## src/rtl/alc_pkg.sv

```systemverilog
package alc_pkg;
  localparam int unsigned POS_W = 5;
  localparam int unsigned CAP_W = 8;
  typedef logic [POS_W-1:0] pos_t;
endpackage

```

## src/rtl/alc_pos_counter.sv

```systemverilog
module alc_pos_counter #(
  parameter int unsigned POS_W = 5
) (
  input  logic             clk_i,
  input  logic             rst_ni,
  input  logic             sof_i,
  input  logic             bit_stb_i,
  output logic [POS_W-1:0] pos_o
);
  localparam logic [POS_W-1:0] MAX_POS = '1;

  logic [POS_W-1:0] pos_q;

  always_ff @(posedge clk_i or negedge rst_ni) begin
    if (!rst_ni)                          pos_q <= '0;
    else if (sof_i)                       pos_q <= '0;
    else if (bit_stb_i && pos_q != MAX_POS) pos_q <= pos_q + 1'b1;
  end

  assign pos_o = pos_q;
endmodule

```

## src/rtl/alc_capture_reg.sv

```systemverilog
module alc_capture_reg #(
  parameter int unsigned POS_W = 5
) (
  input  logic             clk_i,
  input  logic             rst_ni,
  input  logic [POS_W-1:0] pos_i,
  input  logic             arb_lost_i,
  input  logic             rd_cap_i,
  output logic             capture_o,
  output logic             armed_o,
  output logic [POS_W-1:0] val_o
);
  logic             armed_q;
  logic [POS_W-1:0] val_q;

  // read re-arms and wins over a coincident loss
  assign capture_o = arb_lost_i & armed_q & ~rd_cap_i;

  always_ff @(posedge clk_i or negedge rst_ni) begin
    if (!rst_ni) begin
      armed_q <= 1'b1;
      val_q   <= '0;
    end else begin
      if (rd_cap_i)       armed_q <= 1'b1;
      else if (capture_o) armed_q <= 1'b0;
      if (capture_o)      val_q   <= pos_i;
    end
  end

  assign armed_o = armed_q;
  assign val_o   = val_q;
endmodule

```

## src/rtl/alc_irq_ctrl.sv

```systemverilog
module alc_irq_ctrl (
  input  logic clk_i,
  input  logic rst_ni,
  input  logic capture_i,
  input  logic irq_en_i,
  input  logic rd_irq_i,
  output logic flag_o,
  output logic irq_n_o
);
  logic flag_q;

  always_ff @(posedge clk_i or negedge rst_ni) begin
    if (!rst_ni)                     flag_q <= 1'b0;
    else if (capture_i && irq_en_i)  flag_q <= 1'b1;
    else if (rd_irq_i)               flag_q <= 1'b0;
  end

  assign flag_o  = flag_q;
  // combinational so disabling releases the pin without delay
  assign irq_n_o = ~(flag_q & irq_en_i);
endmodule

```

## src/rtl/arb_loss_capture.sv

```systemverilog
module arb_loss_capture #(
  parameter int unsigned POS_W = alc_pkg::POS_W,
  parameter int unsigned CAP_W = alc_pkg::CAP_W
) (
  input  logic             clk_i,
  input  logic             rst_ni,
  input  logic             sof_i,
  input  logic             bit_stb_i,
  input  logic             arb_lost_i,
  input  logic             rd_cap_i,
  input  logic             rd_irq_i,
  input  logic             irq_en_i,
  output logic [CAP_W-1:0] cap_o,
  output logic             irq_n_o
);
  localparam int unsigned RSV_W = CAP_W - POS_W;

  logic [POS_W-1:0] pos_w;
  logic [POS_W-1:0] val_w;
  logic             capture_w;
  logic             armed_w;
  logic             flag_w;

  alc_pos_counter #(.POS_W(POS_W)) i_pos (
    .clk_i     (clk_i),
    .rst_ni    (rst_ni),
    .sof_i     (sof_i),
    .bit_stb_i (bit_stb_i),
    .pos_o     (pos_w)
  );

  alc_capture_reg #(.POS_W(POS_W)) i_cap (
    .clk_i      (clk_i),
    .rst_ni     (rst_ni),
    .pos_i      (pos_w),
    .arb_lost_i (arb_lost_i),
    .rd_cap_i   (rd_cap_i),
    .capture_o  (capture_w),
    .armed_o    (armed_w),
    .val_o      (val_w)
  );

  alc_irq_ctrl i_irq (
    .clk_i     (clk_i),
    .rst_ni    (rst_ni),
    .capture_i (capture_w),
    .irq_en_i  (irq_en_i),
    .rd_irq_i  (rd_irq_i),
    .flag_o    (flag_w),
    .irq_n_o   (irq_n_o)
  );

  generate
    if (RSV_W > 0) begin : g_pad
      assign cap_o = {{RSV_W{1'b0}}, val_w};
    end else begin : g_nopad
      assign cap_o = val_w[CAP_W-1:0];
    end
  endgenerate
endmodule

```

## config.mk

```make
export PLATFORM = sky130hd
export DESIGN_NAME = arb_loss_capture
export DESIGN_NICKNAME = d
export VERILOG_FILES = /design/src/rtl/alc_pkg.sv /design/src/rtl/alc_pos_counter.sv /design/src/rtl/alc_capture_reg.sv /design/src/rtl/alc_irq_ctrl.sv /design/src/rtl/arb_loss_capture.sv
export SDC_FILE = /design/constraint.sdc
export NUM_CORES = 1
export LEC_CHECK = 0
export ABC_CLOCK_PERIOD_IN_PS = 1600
export BUFFER_PORTS_ARGS = -buffer_cell sky130_fd_sc_hd__buf_2
export CAP_MARGIN = 20
export CORE_MARGIN = 4
export CORE_UTILIZATION = 43
export CTS_CLUSTER_SIZE = 8
export DETAILED_ROUTE_END_ITERATION = 8
export PLACE_DENSITY_LB_ADDON = 0.12
export SLEW_MARGIN = 25
export SYNTH_ARGS = -nofsm -noshare
export SYNTH_HDL_FRONTEND = slang
export SYNTH_HIERARCHICAL = 1
export SYNTH_SLANG_ARGS = --single-unit
```

## constraint.sdc

```tcl
create_clock -name clk_i -period 1.6 [get_ports clk_i]
set_input_delay 0.16 -clock clk_i [delete_from_list [all_inputs] [get_ports clk_i]]
set_output_delay 0.16 -clock clk_i [all_outputs]
set_load 0.05 [all_outputs]
```

After elaboration in Yosys (flattened, before gate mapping)
Index checks and enable logic that the tools add are counted.
{"block": "op_classes", "muxes": 6, "n_eq_ne": 1, "n_bitwise": 5, "reduce_logical": 5, "addsub": 1}
{"operator": "$mux W5", "n": 2}
{"operator": "$reduce_bool A2 Y1", "n": 3}
{"operator": "$add A5 B1 Y5 const B", "n": 1}
{"operator": "$ne A5 B5 Y1 const B", "n": 1}
{"operator": "$mux W1", "n": 4}
{"operator": "$and A1 B1 Y1", "n": 3}
{"operator": "$logic_and A1 B1 Y1", "n": 2}
{"operator": "$not A1 Y1", "n": 2}
{"block": "word_totals", "input_bits": 8, "reg_bits": 12, "word_cells": 22}

Logic depth before layout (Yosys ltp)
Gate-level depths: netlist of the first run.
{"block": "logic_depth", "ltp_word": 4, "depth_mapped": 7, "ltp_nobuf": 6}

Modules after synthesis
Netlist of the first run, hierarchy kept.
{"mod": "alc_capture_reg", "seq_area_each_um2": 151.4, "n_inst": 1, "cells_per_inst": 15, "area_each_um2": 262.8}
{"mod": "alc_pos_counter", "seq_area_each_um2": 125.1, "n_inst": 1, "cells_per_inst": 23, "area_each_um2": 249.0}
{"mod": "alc_irq_ctrl", "seq_area_each_um2": 25.0, "n_inst": 1, "cells_per_inst": 5, "area_each_um2": 45.0}
{"mod": "arb_loss_capture", "seq_area_each_um2": 0.0, "n_inst": 1, "cells_per_inst": 4, "area_each_um2": 26.3}

Worst setup path before layout of the first run
OpenSTA, ideal clock, no wires.
{"block": "synth_path", "path_type": "register -> register", "startpoint": "register i_pos.pos_q[0] (netlist: i_pos/pos_o[0])", "endpoint": "register i_pos.pos_q[3] (netlist: i_pos/pos_o[3])", "arrival_ps": 1654, "required_ps": 1523, "path_buffers": 1, "setup_time_ps": 77, "stages_incl_launch_ff": 8, "path_slack_ps": -132, "cell_sequence": "dfrtp_1 ha_1 and3_1 ha_1 nand2b_1 clkbuf_2 or3_1 a21oi_1"}
{"block": "synth_via", "elab_chain_len": 3, "elab_cells_between_ends": 6, "classes_between": "add/sub: 1; eq/ne: 1; mux: 2; reduce/logical: 2"}
{"element": "start, declared", "line": "alc_pos_counter.sv:12", "text": "logic [POS_W-1:0] pos_q;"}
{"element": "start signal, assigned", "line": "alc_pos_counter.sv:17", "text": "else if (bit_stb_i && pos_q != MAX_POS) pos_q <= pos_q + 1'b1;"}
{"element": "$add A5 B1 Y5 / $ne A5 B5 Y1 (equally long branches)", "line": "alc_pos_counter.sv:17"}
{"element": "$mux W5 / $logic_and A1 B1 Y1 (equally long branches)", "line": "alc_pos_counter.sv:17"}
{"element": "$mux W5 / $reduce_bool A2 Y1 (equally long branches)"}
Several ways; a longest one is shown, not always the timed one. The select of a mux whose other input is x is not followed.
A chain may end at the register's enable or synchronous reset.

Worst setup path in the final report of the first run
{"block": "layout_path", "startpoint": "register i_pos.pos_q[1] (netlist: i_pos/pos_o[1])", "endpoint": "register i_pos.pos_q[3] (netlist: i_pos/pos_o[3])"}
Same word-level chain as after synthesis.

==> summary.txt, run 1 <==
Outcome
  – Status: finished, final reports clean

Floorplanning
  – IO Pins: 17
  – Die X: 44.83 µm
  – Starting density of the core: 45.37%
  – Core Area: 1285 µm²
  – Die area: 2009 µm²
  – Die Span Y: 44.83 µm
  – Rows: 13

Synth
  – Most used flip-flop cell after synthesis: dfrtp_1
  – Most common cell in the netlist: dfrtp_1
  – Number of enable flip-flop cells after synthesis: 0
  – Syn. warnings: 6
  – Post-synthesis register bit count: 12
  – Post-synthesis sequential area ratio: 51.72%
  – Synth top area share: 47.21%
  – Ranking of synthesized cells by area: dfrtp_1 47%, mux2_4 13%, dfstp_2 4.5%, ha_1 4.3%, buf_4 3.9%
  – Most common library cells after synthesis: 11 x dfrtp_1, 5 x mux2_4, 4 x nor2_1
  – Number of unique standard cell types used by synthesis: 22
  – FFs w/ async S/R, synth: 100.0%
  – Yosys top cell by area: dfrtp_1
  – Mean post-synth cell area: 12.41 µm²
  – Post-Syn Instances: 47
  – Mapped Area: 583.1 µm²

Power
  – Leak: 0.4078 nW
  – Power per Cell Area: 950.9 nW/µm²
  – P_int: 0.5116 mW
  – Clock power frac: 32.9%
  – Peak VDD IR: 0.5271 mV
  – Psw: 0.1952 mW
  – Logic pwr share: 20.0%
  – Sequential share of power: 47.1%
  – Sw Ratio: 27.62%

Final layout
  – Multi-input gate area: 277.8 µm²
  – NumNets Final: 77
  – Non-filler cells, final: 81
  – Fill count: 106
  – Share of cells above drive strength 1: 50.00%
  – FF/Latch Area: 301.5 µm²
  – Final core area utilization: 57.84%
  – Antenna fix cells: 0
  – Area Growth Syn to Fin: 27.47%

CTS
  – H-tree depth: 1
  – Worst-skew pair later-pin latency: 0.26 ns
  – TritonCTS Buffers: 3
  – Longest Clk Path Bufs: 2
  – Clock sinks: 12
  – Clk pin slew, worst setup/hold paths: 0.07 ns
  – CTS tree: yes
  – Root Driver: clkbuf_4

STA
  – RSZ-0062 raised after global routing: yes
  – Final hold violations: 0
  – Max Fclk: 0.6425 GHz
  – Fin crit share: 97.27%
  – Min cycle time layout: 1.556 ns
  – Clock Skew: 0.002670 ns
  – Slew Viols, Final: 0
  – Final setup violating endpoints: 0

GRT
  – Antenna violations before repair: 0
  – Total track usage: 10.46%
  – GRT Residual Overflow: 0
  – Vias in the first global route: 349
  – First-pass GRT wire length: 1455 µm
  – Largest net degree at the start of global routing: 13

Routing
  – Avg WL per Cell: 11.64 µm
  – Drt initial violations: 1
  – Final wirelength: 943 µm
  – Residual DRC: 0
  – Vias: 369
  – Vias per cell: 4.556
  – First-pass detailed-route iteration total: 3
  – Routed Antenna Nets: 0

Worst setup path
  – Critical path type: reg -> reg
  – CP max stage delay: 0.39 ns
  – Max stage delay cell, worst path: dfrtp_1
  – Worst setup EP type: flop
  – Crit path from: i_pos/pos_o[1]
  – CP cell instances: ha_2 > and3_4 > ha_4 > nand2b_4 > or3_1 > a21oi_1
  – CP Max Fanout: 5
  – R2R cell count: 6
  – Worst path required time: 1.80 ns
  – Startpoint Class: flop
  – Worst EP arrival: 1.75 ns
  – Launching point of the worst reg2reg path: i_pos/pos_o[1]

Hold path
  – Hold Path Origin: rd_irq_i
  – HP Class: in -> reg
  – Hold path depth: 2

Placed design
  – I/O Buffers: 13
  – Hpwl dp: 715.1 µm
  – GP Congestion: 0.7158
  – Dpl cells: 75

Run
  – Maxcap violations: 0
## cells in the final DEF (no fill, tap or decap), types with 3 or more instances in the layout
master	synthesis	final
nor2_1	4	4
inv_1	3	3
buf_4	3	3
clkbuf_4	0	3
conb_1	1	3
buf_2	0	13
dfrtp_1	11	11
mux2_4	5	5
## metrics by stage
| step | worst slack (ns) | hold slack (ns) | TNS (ns) | area (µm²) | power [mW] |
|---|---|---|---|---|---|
| global placement | 0.07205 | 0.04905 | 0 | 689.4 | 0.4752 |
| floorplan | -0.01887 | -0.1356 | -0.01887 | 626.9 | 0.4415 |
| global route | -0.03020 | 0.04120 | -0.03020 | 743.2 | 0.7444 |
| finish | 0.04362 | 0.04959 | 0 | 743.2 | 0.7067 |
| CTS | 0.04056 | 0.03873 | 0 | 735.7 | 0.7177 |
| detailed placement | 0.05778 | 0.04903 | 0 | 689.4 | 0.4764 |
## kinds of logic (layout without fill, tap and decap cells)
kind of cell	count (synthesis)	in the layout	share of synthesized area (%)
other	1	3	0.6432
adders and majority gates	2	2	4.291
DFF	12	12	51.72
xor gates and xnor gates	2	2	3.005
buffers and inverters	7	24	6.651
muxes	7	7	16.31
AOI/OAI and AO/OA	4	4	4.720
and+or+nand+nor	12	12	12.66
## state kept, by name, summed over array words and instances, names as in the netlist
name	cells
i_cap/val_o	5
i_irq/flag_o	1
i_pos/pos_o	5
i_cap/armed_o	1
## power groups by stage
stage,Combinational [mW],Clock [mW],Sequential (mW)
after floorplan,0.0687,0,0.373
after global placement,0.137,0,0.339
after detailed placement,0.137,0,0.340
after CTS,0.139,0.245,0.334
after global routing,0.150,0.259,0.336
final,0.141,0.232,0.333
## final timing paths
check	end	slack (ns)
setup / recovery	i_pos/pos_o[3]	0.04
hold / removal	i_irq/flag_o	0.05
setup reg to reg	i_pos/pos_o[3]	0.04
hold reg to reg	i_cap/val_o[2]	0.51
max in group asynchronous	i_cap/armed_o	1.03
min in group asynchronous	i_cap/val_o[2]	0.29
## per-layer routing
| layer | wire (µm) | vias to the layer above | GRT usage, % | share of wire [%] |
|---|---|---|---|---|
| met5 | 0 | - | 0 | 0 |
| met4 | 8 | 0 | 5.263 | 0.85 |
| met3 | 79 | 2 | 3.984 | 8.4 |
| met2 | 412 | 11 | 14.90 | 44 |
| met1 | 444 | 170 | 13.78 | 47 |
| li1 | - | 186 | - | - |
## cell type report
class,count,share of cell area (%)
Multi-Input combinational cell,30,37.37
Timing Repair Buffer,17,13.13
Inverter,3,1.515
Tap cell,15,2.525
Clock buffer,4,4.882
Sequential cell,12,40.57
## worst max-delay path: cells and delay by family, from the launching register on
kind,cells,cell delay [ns]
AO/OA/AOI/OAI,1,0.12
adder cells (fa/ha/maj),2,0.35
flip-flops,1,0.39
AND/OR/NAND/NOR,3,0.63
## timing repair
action,in CTS,in global routing
setup endpoints to repair,0,1
gates resized for setup,0,0
buffers inserted,0,1
hold buffers,1,0
endpoints found under the hold margin,11,0
(Power assumes the default switching activity.)
==> inputs of run 2 (changes only) <==
Settings changed: ABC_AREA set to 1, CORE_MARGIN 4 to unset.
==> run 2 against run 1 <==
Critical path depth up 4; core utilization up 2.4 points; total power down 4.9%; synthesized cell count up 51%; global-route usage up 8.0 points; synthesized area up 1.3%; non-clock buffer count down 2; fmax up 6.6%; clock power about the same; flip-flop and latch count unchanged; combinational power down 22%; critical path type unchanged.
==> summary.txt, run 2 <==
Synth
  – Ranking of synthesized cells by area: dfrtp_1 47%, nand2_1 15%, nand4_1 5.3%, nor2_1 5.1%, dfstp_2 4.4%
  – Syn. warnings: 6 (unchanged)
  – Most common cell in the netlist: nand2_1
  – Synth top area share: 46.61% (-0.60 points)
  – Post-synthesis register bit count: 12 (unchanged)
  – Yosys top cell by area: dfrtp_1
  – Most used flip-flop cell after synthesis: dfrtp_1
  – Most common library cells after synthesis: 23 x nand2_1, 11 x dfrtp_1, 8 x nor2_1
  – Mean post-synth cell area: 8.318 µm² (-33%)
  – FFs w/ async S/R, synth: 100.0% (unchanged)
  – Number of unique standard cell types used by synthesis: 14 (-36%)
  – Mapped Area: 590.6 µm² (+1.3%)
  – Post-synthesis sequential area ratio: 51.06% (-0.66 points)
  – Number of enable flip-flop cells after synthesis: 0 (unchanged)
  – Post-Syn Instances: 71 (+51%)

Worst setup path
  – Worst setup EP type: flop
  – CP most frequent cell: nand2_1
  – FF-to-FF setup slack: 0.14 ns (+0.10 ns)
  – CP cell instances: ha_1 > nand2_1 > nor2_1 > ha_1 > inv_2 > nand3_1 > nor2_2 > nand2_1 > nand2_1 > nor2_1
  – Worst path required time: 1.76 ns (-0.04 ns)
  – R2R cell count: 10 (+4)
  – CP Max Fanout: 4 (-1)
  – CP max stage delay: 0.42 ns (+0.03 ns)
  – Launching point of the worst reg2reg path: i_pos/pos_o[0]
  – Max stage delay cell, worst path: dfrtp_1
  – Startpoint Class: flop
  – Worst EP arrival: 1.62 ns (-0.13 ns)
  – Critical path type: reg -> reg
  – R2r endpoint: i_pos/pos_o[3]

GRT
  – Largest net degree at the start of global routing: 13 (unchanged)
  – First-pass GRT wire length: 1800 µm (+24%)
  – GRT Residual Overflow: 0 (unchanged)
  – Antenna violations before repair: 0 (unchanged)
  – Total track usage: 18.42% (+8.0 points)
  – Vias in the first global route: 452 (+30%)

Hold path
  – Hold path depth: 3 (+1)
  – Hold Path Origin: irq_en_i
  – Hold endpoint: i_irq/flag_o
  – HP Class: in -> reg

STA
  – Setup TNS: 0 ns (unchanged)
  – Hold slack: 0.1227 ns (+0.07312 ns)
  – RSZ-0062 raised after global routing: no
  – Fin crit share: 91.27% (-6.0 points)
  – Final hold violations: 0 (unchanged)
  – Clock Skew: 0.001923 ns (-0.0007468 ns)
  – Slew Viols, Final: 0 (unchanged)
  – Min cycle time layout: 1.460 ns (-0.09604 ns)
  – Final setup violating endpoints: 0 (unchanged)
  – Max Fclk: 0.6848 GHz (+6.6%)
  – Final worst slack: 0.1397 ns (+0.09604 ns)

Power
  – Power per Cell Area: 941.0 nW/µm² (-1.0%)
  – Peak VDD IR: 0.4771 mV (-9.5%)
  – Leak: 0.4201 nW (+3.0%)

Placed design
  – Cell Area, Placed: 665.6 µm² (-3.4%)
  – Placement Setup Slack: 0.1301 ns (+0.07237 ns)
  – Hpwl dp: 852.5 µm (+19%)
  – GP Congestion: 0.7407 (+3.5%)
  – I/O Buffers: 13 (unchanged)

Routing
  – Vias per cell: 4.718 (+3.6%)
  – Vias: 486 (+32%)
  – Residual DRC: 0 (unchanged)
  – Final wirelength: 1020 µm (+8.2%)
  – Avg WL per Cell: 9.903 µm (-15%)
  – Routed Antenna Nets: 0 (unchanged)
  – First-pass detailed-route iteration total: 2 (-1)
  – Drt initial violations: 1 (unchanged)

CTS
  – Post-CTS Setup Bufs: 0 (unchanged)
  – Root Driver: clkbuf_4
  – Worst-skew pair later-pin latency: 0.26 ns (about the same)
  – Clk pin slew, worst setup/hold paths: 0.07 ns (about the same)
  – Longest Clk Path Bufs: 2 (unchanged)
  – H-tree depth: 1 (unchanged)
  – TritonCTS Buffers: 3 (unchanged)
  – Clock sinks: 12 (unchanged)
  – CTS tree: yes

Outcome
  – Status: finished, final reports clean

Floorplanning
  – Die Span Y: 39.06 µm (-13%)
  – Die X: 39.06 µm (-13%)
  – Starting density of the core: 49.79% (+4.4 points)
  – Core Area: 1186 µm² (-7.7%)
  – Die area: 1526 µm² (-24%)
  – IO Pins: 17 (unchanged)
  – Rows: 12 (-1)

Final layout
  – NumNets Final: 100 (+30%)
  – Fill count: 115 (+8.5%)
  – Most common cell after layout, fill and taps aside: nand2_1
  – Share of cells above drive strength 1: 28.09% (-22 points)
  – Final Cell Area: 714.4 µm² (-3.9%)
  – Antenna fix cells: 0 (unchanged)
  – Most frequent cells in the layout: 23 x nand2_1, 13 x buf_2, 11 x dfrtp_1, 7 x nor2_1, 6 x inv_1
  – Area Growth Syn to Fin: 20.97%
  – FF/Latch Area: 301.5 µm² (unchanged)
  – Multi-input gate area: 246.5 µm² (-11%)

Run
  – Maxcap violations: 0 (unchanged)
## run 2: cell count changes in the layout (fill, tap and decap cells not counted), sizes merged, moves of 2 or more
cell and delta:
mux2i -2, nor2 +4, xor2 -2, buf -2
mux2 -5, nand2 +23, inv +5, nand3b -2
nand3 +5, nand4 +5
## run 2: area by class of cell
| cell class | count | share of cell area, % |
|---|---|---|
| Tap cell | 14 | 2.452 |
| Timing Repair Buffer | 15 | 11.56 |
| Clock buffer | 4 | 5.079 |
| Sequential cell | 12 | 42.21 |
| Multi-Input combinational cell | 50 | 34.50 |
| Inverter | 8 | 4.203 |
## run 2: timing repair
action / 4_1_cts / 5_1_grt
hold buffers: 1 / 0
gates resized for setup: 0 / 1
hold endpoints to repair: 11 / 0
setup endpoints to repair: 0 / 1
## run 2: stage by stage
stage	power (mW)	util, %	instances
2_1_floorplan	0.4161	-	73
3_3_place_gp	0.4438	56.12	98
3_5_place_dp	0.4475	56.12	98
4_1_cts	0.6844	60.02	103
5_1_grt	0.7088	60.23	103
6_report	0.6723	60.23	103
## run 2: logic make-up after synthesis
| family | Yosys count | synth area share (%) |
|---|---|---|
| flops | 12 | 51.06 |
| simple gates | 44 | 34.32 |
| compound gates | 1 | 0.8466 |
| buf+inv | 11 | 8.898 |
| fa+ha+maj | 2 | 4.237 |
| other cells | 1 | 0.6350 |
## run 2: critical path, delay by kind of cell (launching register included)
family / cells / cell delay, ns
fa+ha+maj: 2 / 0.42
buf+inv: 1 / 0.06
flops: 1 / 0.42
simple gates: 7 / 0.45
## run 2: worst max path at each step
stage	from	endpoint	slack, ns	cells after the start
2_1_floorplan	i_pos/pos_o[0]	i_pos/pos_o[3]	0.23	10
3_5_place_dp	i_pos/pos_o[0]	i_pos/pos_o[3]	0.13	10
6_report	i_pos/pos_o[0]	i_pos/pos_o[3]	0.14	10
3_3_place_gp	i_pos/pos_o[0]	i_pos/pos_o[3]	0.18	10
5_1_grt	i_pos/pos_o[0]	i_pos/pos_o[3]	0.01	10
4_1_cts	i_pos/pos_o[0]	i_pos/pos_o[3]	0.12	10
## run 2: power by group
group | total, mW | leakage (nW) | internal [mW] | switching, mW
Clock | 0.231 | 0.0210 | 0.138 | 0.0927
Combinational | 0.110 | 0.239 | 0.0283 | 0.0815
Sequential | 0.332 | 0.161 | 0.320 | 0.0122
Total | 0.672 | 0.420 | 0.486 | 0.186
## run 2: routing by layer
metal	up-vias	GRT usage, %	part of all wire (%)
li1	254	-	-
met1	216	19.57	40
met2	14	32.08	54
met3	2	1.734	3.6
met4	0	15.52	1.9
met5	-	0	0
==> inputs of run 3 (changes only) <==
Settings changed: ABC_CLOCK_PERIOD_IN_PS 1600 to 1700, CORE_AREA set to 2 2 39 41, CORE_UTILIZATION 43 to unset, DIE_AREA set to 0 0 41 43, SYNTH_HIERARCHICAL 1 to unset.
Clock period 1.6 ns to 1.7 ns, I/O delays scaled along.
==> run 3 against run 2 <==
Flip-flop and latch count did not move; combinational power fell by 4%; total power fell by 12%; first-iteration DRC count rose to 7.0 times the previous value; global-route usage fell by 5.5 points; worst hold slack got worse by 0.036 ns; clock power fell by 24%; fmax rose by 2.4%.
==> summary.txt, run 3 <==
Outcome
  – Status: finished, final reports clean

Power
  – Sequential share of power: 52.3% (+3.0 points)
  – Peak VDD IR: 0.3268 mV (-32%)
  – Leak: 0.3565 nW (-15%)
  – Power per Cell Area: 857.5 nW/µm² (-8.9%)
  – Sw Ratio: 29.17% (+1.4 points)
  – Clock power frac: 29.7% (-4.6 points)
  – Logic pwr share: 18.0% (+1.7 points)
  – Psw: 0.1724 mW (-7.5%)
  – P_int: 0.4187 mW (-14%)

Worst setup path
  – Worst path required time: 1.86 ns (+0.10 ns)
  – Critical path type: reg -> reg
  – Worst EP arrival: 1.59 ns (-0.03 ns)
  – Worst setup EP type: flop
  – FF-to-FF setup slack: 0.27 ns (+0.13 ns)
  – Startpoint Class: flop
  – Critical path buffers and inverters: 1 (unchanged)
  – R2R cell count: 10 (unchanged)
  – CP max stage delay: 0.40 ns (-0.02 ns)
  – R2r endpoint: i_pos.pos_o[3]
  – Max stage delay cell, worst path: dfrtp_1
  – Crit path max-delay family: simple AND/OR/NAND/NOR gates
  – Critical path depth: 10 (unchanged)
  – CP Max Fanout: 3 (-1)
  – Crit path from: i_pos.pos_o[0]
  – CP most frequent cell: nand2_1
  – CP cell instances: ha_1 > nand2_1 > nor2_1 > ha_1 > inv_1 > nand3_2 > nor2_2 > nand2_1 > nand2_1 > nor2_1
  – Launching point of the worst reg2reg path: i_pos.pos_o[0]

Synth
  – Number of enable flip-flop cells after synthesis: 0 (unchanged)
  – FFs w/ async S/R, synth: 100.0% (unchanged)
  – Most common cell in the netlist: nand2_1
  – Mapped Area: 594.3 µm² (+0.64%)
  – Syn. warnings: 0 (-6)
  – Synth top area share: 46.32% (-0.29 points)
  – Most common library cells after synthesis: 13 x nand2_1, 11 x dfrtp_1, 11 x inv_1
  – Number of unique standard cell types used by synthesis: 18 (+4)
  – Post-synthesis register bit count: 12 (unchanged)
  – Post-Syn Instances: 65 (-8.5%)
  – Ranking of synthesized cells by area: dfrtp_1 46%, nand2_1 8.2%, o21ai_2 7.4%, inv_1 6.9%, dfstp_2 4.4%
  – Yosys top cell by area: dfrtp_1
  – Most used flip-flop cell after synthesis: dfrtp_1
  – Post-synthesis sequential area ratio: 50.74% (-0.32 points)
  – Mean post-synth cell area: 9.143 µm² (+9.9%)

Placed design
  – I/O Buffers: 13 (unchanged)
  – Hpwl dp: 735.1 µm (-14%)
  – Cell Area, Placed: 653.1 µm² (-1.9%)
  – GP Congestion: 0.7355 (-0.70%)
  – Placement Setup Slack: 0.2562 ns (+0.1261 ns)

STA
  – Fin crit share: 83.88% (-7.4 points)
  – Slew Viols, Final: 0 (unchanged)
  – Final hold violations: 0 (unchanged)
  – Setup TNS: 0 ns (unchanged)
  – Max Fclk: 0.7012 GHz (+2.4%)
  – RSZ-0062 raised after global routing: no
  – Final setup violating endpoints: 0 (unchanged)
  – Final worst slack: 0.2740 ns (+0.1343 ns)
  – Clock Skew: 0.007335 ns (+0.005412 ns)
  – Max transition margin: 64.74%
  – Min cycle time layout: 1.426 ns (-0.03431 ns)
  – Slew @ Worst Pin: 0.5274 ns

Floorplanning
  – Starting density of the core: 42.95% (-6.8 points)
  – IO Pins: 17 (unchanged)
  – Die X: 41 µm (+5.0%)
  – Rows: 14 (+2)
  – Core Area: 1384 µm² (+17%)
  – Die Span Y: 43 µm (+10%)
  – Die area: 1763 µm² (+16%)

Final layout
  – Area Growth Syn to Fin: 16.00%
  – Most frequent cells in the layout: 13 x nand2_1, 13 x buf_2, 11 x inv_1, 11 x dfrtp_1, 5 x o21ai_2
  – Final core area utilization: 49.82% (-10 points)
  – Multi-input gate area: 220.2 µm² (-11%)
  – Antenna fix cells: 0 (unchanged)
  – Fill count: 144 (+25%)
  – Share of cells above drive strength 1: 33.33% (+5.2 points)
  – Final Cell Area: 689.4 µm² (-3.5%)
  – NumNets Final: 92 (-8.0%)
  – FF/Latch Area: 301.5 µm² (unchanged)

CTS
  – Worst-skew pair later-pin latency: 0.26 ns (about the same)
  – Longest Clk Path Bufs: 2 (unchanged)
  – Root Driver: clkbuf_4
  – H-tree depth: 1 (unchanged)
  – CTS tree: yes
  – Cts repair resizes: 0 (unchanged)
  – Clock sinks: 12 (unchanged)
  – Clk pin slew, worst setup/hold paths: 0.07 ns (about the same)
  – TritonCTS Buffers: 3 (unchanged)

Hold path
  – Hold Path Origin: arb_lost_i
  – HP Class: in -> reg
  – Hold endpoint: i_cap.armed_o
  – Hold path depth: 2 (-1)

Routing
  – Vias: 438 (-9.9%)
  – Drt initial violations: 7 (+6)
  – Vias per cell: 4.515 (-4.3%)
  – First-pass detailed-route iteration total: 4 (+2)
  – Final wirelength: 905 µm (-11%)
  – Routed Antenna Nets: 0 (unchanged)
  – Residual DRC: 0 (unchanged)
  – Avg WL per Cell: 9.330 µm (-5.8%)

GRT
  – Total track usage: 12.88% (-5.5 points)
  – Antenna violations before repair: 0 (unchanged)
  – Vias in the first global route: 378 (-16%)
  – Largest net degree at the start of global routing: 13 (unchanged)
  – First-pass GRT wire length: 1518 µm (-16%)
  – GRT Residual Overflow: 0 (unchanged)

Run
  – Maxcap violations: 0 (unchanged)
==> run 3: cell types whose count changed in the layout (fill, tap and decap cells not counted), moves of 2 or more <==
cell | previous run | this run
nand2_1 | 23 | 13
nand4_1 | 5 | 0
o21ai_2 | 0 | 5
inv_2 | 2 | 0
inv_1 | 6 | 11
o21ai_0 | 1 | 4
a21oi_1 | 0 | 2
nor2_1 | 7 | 3
nand3_1 | 5 | 3
==> run 3: kinds of logic after synthesis <==
logic type / count (synthesis) / synth area share, %
buf+inv: 16 / 13.47
other cells: 1 / 0.6310
flops: 12 / 50.74
simple gates: 22 / 16.42
compound gates: 12 / 14.53
fa+ha+maj: 2 / 4.210
==> run 3: cell type report <==
class                           count  area share [%]
Inverter                           12           6.715
Clock buffer                        4           3.811
Tap cell                           16           2.904
Timing Repair Buffer               14           10.89
Sequential cell                    12           43.74
Multi-Input combinational cell     39           31.94
==> run 3: timing repair <==
item / CTS / global route
endpoints found under the setup margin: 0 / 0
setup buffers: 0 / 0
hold endpoints to repair: 11 / 0
hold buffers: 1 / 0
==> run 3: routing by layer <==
layer | vias to the layer above | track usage (%) | routed length (µm)
met3 | 2 | 3.141 | 55
met2 | 10 | 17.81 | 388
li1 | 230 | - | -
met4 | 0 | 8.000 | 9
met5 | - | 0 | 0
met1 | 196 | 17.41 | 452
==> run 3: worst max path at each step <==
stage | slack, ns | end
floorplan | 0.35 | i_pos.pos_o[3]
CTS | 0.26 | i_pos.pos_o[3]
detailed placement | 0.26 | i_pos.pos_o[3]
finish | 0.27 | i_pos.pos_o[3]
global placement | 0.28 | i_pos.pos_o[2]
global route | 0.13 | i_pos.pos_o[3]
==> run 3: power by group through the flow <==
stage	registers, mW	logic [mW]	clock network [mW]
after floorplan	0.339	0.0595	0
after global placement	0.315	0.105	0
after detailed placement	0.315	0.106	0
after CTS	0.310	0.108	0.182
after global routing	0.312	0.117	0.199
final	0.309	0.106	0.176
==> run 3: through the flow <==
step / power [mW] / hold WS [ns] / instances
after floorplan: 0.3988 / -0.1256 / 67
after global placement: 0.4201 / 0.06522 / 92
after detailed placement: 0.4211 / 0.06250 / 92
after CTS: 0.5996 / 0.08798 / 97
after global routing: 0.6275 / 0.08746 / 97
final: 0.5912 / 0.08639 / 97
